**config.mk**
```make
export PLATFORM = sky130hd
export DESIGN_NAME = phy_reg_master
export DESIGN_NICKNAME = d
export VERILOG_FILES = /design/src/rtl/phyacc_pkg.sv /design/src/rtl/phyacc_poller.sv /design/src/rtl/phyacc_seq.sv /design/src/rtl/phy_reg_master.sv
export SDC_FILE = /design/constraint.sdc
export NUM_CORES = 1
export LEC_CHECK = 0
export ABC_AREA = 1
export CORE_UTILIZATION = 47
export CTS_CLUSTER_SIZE = 16
export DETAILED_ROUTE_END_ITERATION = 10
export PLACE_DENSITY = 0.85
export SLEW_MARGIN = 20
export SYNTH_ARGS = -nofsm -noshare
export SYNTH_HDL_FRONTEND = slang
export SYNTH_HIERARCHICAL = 1
export SYNTH_SLANG_ARGS = --single-unit
```
**constraint.sdc**
```tcl
create_clock -name clk -period 6.95 [get_ports clk]
set_input_delay 1.0425 -clock clk [delete_from_list [all_inputs] [get_ports clk]]
set_output_delay 1.0425 -clock clk [all_outputs]
set_load 0.02 [all_outputs]
```
**src/rtl/phyacc_pkg.sv**
```systemverilog
package phyacc_pkg;

    localparam int FIELD_W  = 16;
    localparam int STROBE_N = 4;
    localparam int CTRL_W   = FIELD_W + STROBE_N;
    localparam int STAT_W   = FIELD_W + 1;

    // strobe vector order follows the control word bit positions above FIELD_W
    localparam logic [STROBE_N-1:0] STB_NONE  = 4'b0000;
    localparam logic [STROBE_N-1:0] STB_CAP_A = 4'b0001;
    localparam logic [STROBE_N-1:0] STB_CAP_D = 4'b0010;
    localparam logic [STROBE_N-1:0] STB_WR    = 4'b0100;
    localparam logic [STROBE_N-1:0] STB_RD    = 4'b1000;

    typedef enum logic [3:0] {
        ST_IDLE,
        ST_A_SET,
        ST_A_CAP,
        ST_A_REL,
        ST_W_SET,
        ST_W_CAP,
        ST_W_REL,
        ST_W_STB,
        ST_W_END,
        ST_R_STB,
        ST_R_END
    } step_e;

    typedef struct packed {
        step_e               step;
        logic                wr;
        logic [FIELD_W-1:0]  addr;
        logic [FIELD_W-1:0]  wdata;
        logic [CTRL_W-1:0]   ctrl;
        logic [FIELD_W-1:0]  rdata;
        logic                done;
        logic                err;
    } seq_state_t;

    function automatic logic [CTRL_W-1:0] make_word(input logic [FIELD_W-1:0] field,
                                                    input logic [STROBE_N-1:0] stb);
        return {stb, field};
    endfunction

    function automatic logic is_wait(input step_e s);
        return (s == ST_A_CAP) || (s == ST_A_REL) || (s == ST_W_CAP) ||
               (s == ST_W_REL) || (s == ST_W_STB) || (s == ST_W_END) ||
               (s == ST_R_STB) || (s == ST_R_END);
    endfunction

    function automatic logic wants_high(input step_e s);
        return (s == ST_A_CAP) || (s == ST_W_CAP) || (s == ST_W_STB) ||
               (s == ST_R_STB);
    endfunction

endpackage

```
**src/rtl/phyacc_poller.sv**
```systemverilog
module phyacc_poller #(
    parameter int POLL_LIMIT = 10,
    parameter int POLL_GAP   = 50
) (
    input  logic clk,
    input  logic rst_n,
    input  logic active,
    input  logic ack,
    input  logic want_level,
    output logic hit,
    output logic expire
);
    localparam int GAP_W  = (POLL_GAP  > 1) ? $clog2(POLL_GAP + 1)   : 1;
    localparam int SAMP_W = (POLL_LIMIT > 1) ? $clog2(POLL_LIMIT + 1) : 1;
    localparam logic [GAP_W-1:0]  GAP_RELOAD = GAP_W'(POLL_GAP - 1);
    localparam logic [SAMP_W-1:0] LAST_SAMP  = SAMP_W'(POLL_LIMIT - 1);

    logic [GAP_W-1:0]  gap_d,  gap_q;
    logic [SAMP_W-1:0] samp_d, samp_q;
    logic              tick;
    logic              match;

    always_comb begin
        tick   = (gap_q == '0);
        match  = (ack == want_level);
        hit    = active && tick && match;
        expire = active && tick && !match && (samp_q == LAST_SAMP);
        gap_d  = gap_q;
        samp_d = samp_q;
        if (!active || hit || expire) begin
            gap_d  = '0;
            samp_d = '0;
        end else if (tick) begin
            gap_d  = GAP_RELOAD;
            samp_d = samp_q + 1'b1;
        end else begin
            gap_d  = gap_q - 1'b1;
        end
    end

    always_ff @(posedge clk) begin
        if (!rst_n) begin
            gap_q  <= '0;
            samp_q <= '0;
        end else begin
            gap_q  <= gap_d;
            samp_q <= samp_d;
        end
    end

endmodule

```
**src/rtl/phyacc_seq.sv**
```systemverilog
module phyacc_seq
    import phyacc_pkg::*;
(
    input  logic               clk,
    input  logic               rst_n,
    input  logic               cmd_valid,
    input  logic               cmd_write,
    input  logic [FIELD_W-1:0] cmd_addr,
    input  logic [FIELD_W-1:0] cmd_wdata,
    input  logic [FIELD_W-1:0] stat_data,
    input  logic               hit,
    input  logic               expire,
    output logic               cmd_ready,
    output logic               rsp_done,
    output logic               rsp_error,
    output logic [FIELD_W-1:0] rsp_rdata,
    output logic [CTRL_W-1:0]  ctrl_word,
    output logic               wait_active,
    output logic               wait_level
);
    seq_state_t d, q;

    always_comb begin
        d      = q;
        d.done = 1'b0;
        d.err  = 1'b0;
        unique case (q.step)
            ST_IDLE: begin
                if (cmd_valid) begin
                    d.wr    = cmd_write;
                    d.addr  = cmd_addr;
                    d.wdata = cmd_wdata;
                    d.ctrl  = make_word(cmd_addr, STB_NONE);
                    d.step  = ST_A_SET;
                end
            end
            ST_A_SET: begin
                d.ctrl = make_word(q.addr, STB_CAP_A);
                d.step = ST_A_CAP;
            end
            ST_A_CAP: if (hit) begin
                d.ctrl = make_word(q.addr, STB_NONE);
                d.step = ST_A_REL;
            end
            ST_A_REL: if (hit) begin
                if (q.wr) begin
                    d.ctrl = make_word(q.wdata, STB_NONE);
                    d.step = ST_W_SET;
                end else begin
                    d.ctrl = make_word('0, STB_RD);
                    d.step = ST_R_STB;
                end
            end
            ST_W_SET: begin
                d.ctrl = make_word(q.wdata, STB_CAP_D);
                d.step = ST_W_CAP;
            end
            ST_W_CAP: if (hit) begin
                d.ctrl = make_word(q.wdata, STB_NONE);
                d.step = ST_W_REL;
            end
            ST_W_REL: if (hit) begin
                d.ctrl = make_word('0, STB_WR);
                d.step = ST_W_STB;
            end
            ST_W_STB: if (hit) begin
                d.ctrl = make_word(q.wdata, STB_NONE);
                d.step = ST_W_END;
            end
            ST_W_END: if (hit) begin
                d.ctrl = '0;
                d.done = 1'b1;
                d.step = ST_IDLE;
            end
            ST_R_STB: if (hit) begin
                d.rdata = stat_data;
                d.ctrl  = '0;
                d.step  = ST_R_END;
            end
            ST_R_END: if (hit) begin
                d.done = 1'b1;
                d.step = ST_IDLE;
            end
            default: begin
                d.ctrl = '0;
                d.step = ST_IDLE;
            end
        endcase
        if (expire) begin
            d.ctrl = '0;
            d.done = 1'b1;
            d.err  = 1'b1;
            d.step = ST_IDLE;
        end
    end

    always_ff @(posedge clk) begin
        if (!rst_n) begin
            q <= '{step: ST_IDLE, default: '0};
        end else begin
            q <= d;
        end
    end

    assign cmd_ready   = (q.step == ST_IDLE);
    assign rsp_done    = q.done;
    assign rsp_error   = q.err;
    assign rsp_rdata   = q.rdata;
    assign ctrl_word   = q.ctrl;
    assign wait_active = is_wait(q.step);
    assign wait_level  = wants_high(q.step);

endmodule

```
**src/rtl/phy_reg_master.sv**
```systemverilog
module phy_reg_master
    import phyacc_pkg::*;
#(
    parameter int POLL_LIMIT = 10,
    parameter int POLL_GAP   = 50
) (
    input  logic               clk,
    input  logic               rst_n,
    input  logic               cmd_valid,
    input  logic               cmd_write,
    input  logic [FIELD_W-1:0] cmd_addr,
    input  logic [FIELD_W-1:0] cmd_wdata,
    output logic               cmd_ready,
    output logic               rsp_done,
    output logic               rsp_error,
    output logic [FIELD_W-1:0] rsp_rdata,
    output logic [CTRL_W-1:0]  phy_ctrl,
    input  logic [STAT_W-1:0]  phy_stat
);
    logic wait_active;
    logic wait_level;
    logic hit;
    logic expire;

    phyacc_seq u_seq (
        .clk         (clk),
        .rst_n       (rst_n),
        .cmd_valid   (cmd_valid),
        .cmd_write   (cmd_write),
        .cmd_addr    (cmd_addr),
        .cmd_wdata   (cmd_wdata),
        .stat_data   (phy_stat[FIELD_W-1:0]),
        .hit         (hit),
        .expire      (expire),
        .cmd_ready   (cmd_ready),
        .rsp_done    (rsp_done),
        .rsp_error   (rsp_error),
        .rsp_rdata   (rsp_rdata),
        .ctrl_word   (phy_ctrl),
        .wait_active (wait_active),
        .wait_level  (wait_level)
    );

    phyacc_poller #(
        .POLL_LIMIT (POLL_LIMIT),
        .POLL_GAP   (POLL_GAP)
    ) u_poll (
        .clk        (clk),
        .rst_n      (rst_n),
        .active     (wait_active),
        .ack        (phy_stat[FIELD_W]),
        .want_level (wait_level),
        .hit        (hit),
        .expire     (expire)
    );

endmodule

```
==> out/results.tsv <==
metric	value	unit
outcome	completed	
drt_iter0_drc	292	
cts.htree.levels	3	
worstPathCellList	inv_2 -> nor2_2 -> nor2_1 -> nand2_1 -> xnor2_2 -> nor3b_1 -> inv_1 -> nand2_1 -> nand2_1 -> nand2_1 -> nand3_1 -> a21oi_1 -> nor2_1	
wl	11400	um
grt_pass1_wl	18600	um
synth_top_area_share	37.0	%
ioPinCount	92	
tightest_slew	1.03	ns
worstSetupStartpointType	flop	
drive_gt1_share	6.32	%
path_max_fanout	20	
end_kind	flop	
ff2ff_path_depth	13	
dp.cells	841	
layout.cells.most_common	nand2_1	
crit_arrival	3.99	ns
required	7.18	ns
grt_antenna_before_repair	0	
clkTransAtPathRegs	0.09	ns
final_cell_mix	nand2_1 (182), clkdlybuf4s50_1 (90), nand3_1 (88), dfxtp_1 (85), nor2_1 (69)	
hpwl	7950	um
slew_headroom	31.0	%
p_per_area	373	nW/um^2
routed-via-count	4539	
synth_cell_types	33	
overflow	0	
hold_viol	0	
min_path_cells	2	
cts_tree	yes	
cts_resized	0	
track_usage	23.1	%
ys_ff_latch	85	
grt_start_max_net_pins	68	
yosysTopAreaCell	dfxtp_1	
postCtsSetupBuffers	0	
port_buffers	91	
setup_tns	0	ns
synth_area_leaders	dfxtp_1 (37%), nand2_1 (15%), nand3_1 (9.6%), a21oi_1 (6.7%), buf_4 (6.7%)	
clock_skew	0.00613	ns
syn_avg_cell_area	6.62	um^2
setup_viol	0	
post_drt_wl_per_cell	13.2	um
cts_root_buf	clkbuf_8	
vdd_drop_max	0.229	mV
antenna_cells	0	
nets	779	
instances_no_fill	857	
drc	0	
num_rows	35	
die_w	101	um
drv_slew	0	
crit_top_cell	nand2_1	
r2r-start	u_seq/q[71]	
numCtsBuffers	9	
clock_path_buffers	2	
viasPerCell	5.30	
min_period_over_period	54.1	%
die-area	10200	um^2
path_class	flop to flop	
grt_pass1_vias	4234	
crit_start	u_seq/q[71]	
slowest_delay	0.61	ns
cts_num_sinks	85	
floorplan.initialDensity	49.1	%
worstHoldPathType	flop to flop	
rsz0062_at_grt	false	
first_pass_iters	5	
leakage	2.47	nW
fmax	266	MHz
fin_crit	3.76	ns
synth_nets	751	
hold_start	u_seq/ctrl_word[18]	
syn_inst	695	
core-area	9370	um^2
syn2layout_area_growth	17.7	%
ant_nets	0	
cts.hold.buffers_added	0	
maxCapViolCount	0	
ys_warn_count	6	
insertion_delay	0.36	ns
die-height	101	um
syn_area	4600	um^2
slowest_stage	nor3b_1	
ys_seq_area_share	37.0	%
gp_congestion	0.867	
worst max-delay path: cells and delay by family, from the launching register on:
family          cells  cell delay [ns]
compound gates      1             0.31
xor+xnor            1             0.15
buf+inv             2             0.34
flops               1             0.50
simple gates        9             2.33
worst paths after layout:
kind	to	slack [ns]
setup / recovery	u_seq/ctrl_word[17]	3.19
hold / removal	u_seq/ctrl_word[18]	0.46
setup reg to reg	u_seq/ctrl_word[17]	3.19
hold reg to reg	u_seq/ctrl_word[18]	0.46
cell usage after synthesis:
master / number
a21oi_1: 62
a21oi_2: 1
buf_1: 1
buf_2: 17
buf_4: 41
buf_6: 2
clkbuf_1: 14
dfxtp_1: 85
ha_1: 3
inv_1: 52
inv_2: 6
nand2_1: 183
nand2_2: 2
nand2_4: 1
nand3_1: 88
nand3_2: 3
nand3b_1: 2
nand4_1: 3
nor2_1: 70
nor2_2: 5
nor2_4: 3
nor2_8: 1
nor3_1: 3
nor3b_1: 1
o21ai_0: 36
o21ai_1: 2
o21ai_2: 1
o21bai_2: 1
o22ai_1: 1
or2_2: 1
xnor2_1: 1
xnor2_2: 1
xor2_1: 2
report_power, final:
part           total [mW]  leakage (nW)  switching, mW  internal [mW]
Sequential          0.663         0.691         0.0849          0.578
Combinational        1.00          1.67          0.696          0.306
Clock               0.355         0.104          0.187          0.168
logic make-up after synthesis:
kind of cell / synth area share, %
AND/OR/NAND/NOR: 34.6
flip-flops: 37.0
AO/OA/AOI/OAI: 11.6
buffers and inverters: 15.0
adder cells (fa/ha/maj): 0.816
XOR/XNOR: 0.925
per-stage QoR:
stage | hold slack (ns) | utilization [%] | worst slack [ns] | total power, mW | cell area (um^2)
5_1_grt | 0.493 | 57.7 | 2.70 | 2.16 | 5410
3_3_place_gp | 0.452 | 55.6 | 3.03 | 1.62 | 5210
6_report | 0.463 | 57.7 | 3.19 | 2.02 | 5410
3_5_place_dp | 0.456 | 55.6 | 2.91 | 1.66 | 5210
2_1_floorplan | 0.440 | - | 4.24 | 1.49 | 4600
4_1_cts | 0.470 | 57.7 | 2.89 | 2.01 | 5410
sequential cells by signal (all words and copies together), names as in the netlist:
signal	cells
u_seq/rsp_done	1
u_seq/q	37
u_poll/samp_q	4
u_seq/rsp_error	1
u_seq/rsp_rdata	16
u_poll/gap_q	6
u_seq/ctrl_word	20
per-layer routing:
metal	up-vias	wire (um)	part of all wire, %	track usage, %
li1	2234	-	-	-
met1	2072	4550	40	25.2
met2	198	5570	49	42.4
met3	35	833	7.3	4.58
met4	0	393	3.5	11.6
met5	-	0	0	0
final cells by class:
type / instances / area [um^2]
clock buffer: 9 / 124
clock inverter: 7 / 75.1
fill: 922 / 3960
inverter: 58 / 218
multi-input combinational: 477 / 2220
sequential: 85 / 1700
tap: 129 / 161
timing repair buffer: 92 / 913
No activity file was read; power rests on OpenSTA's default activity.
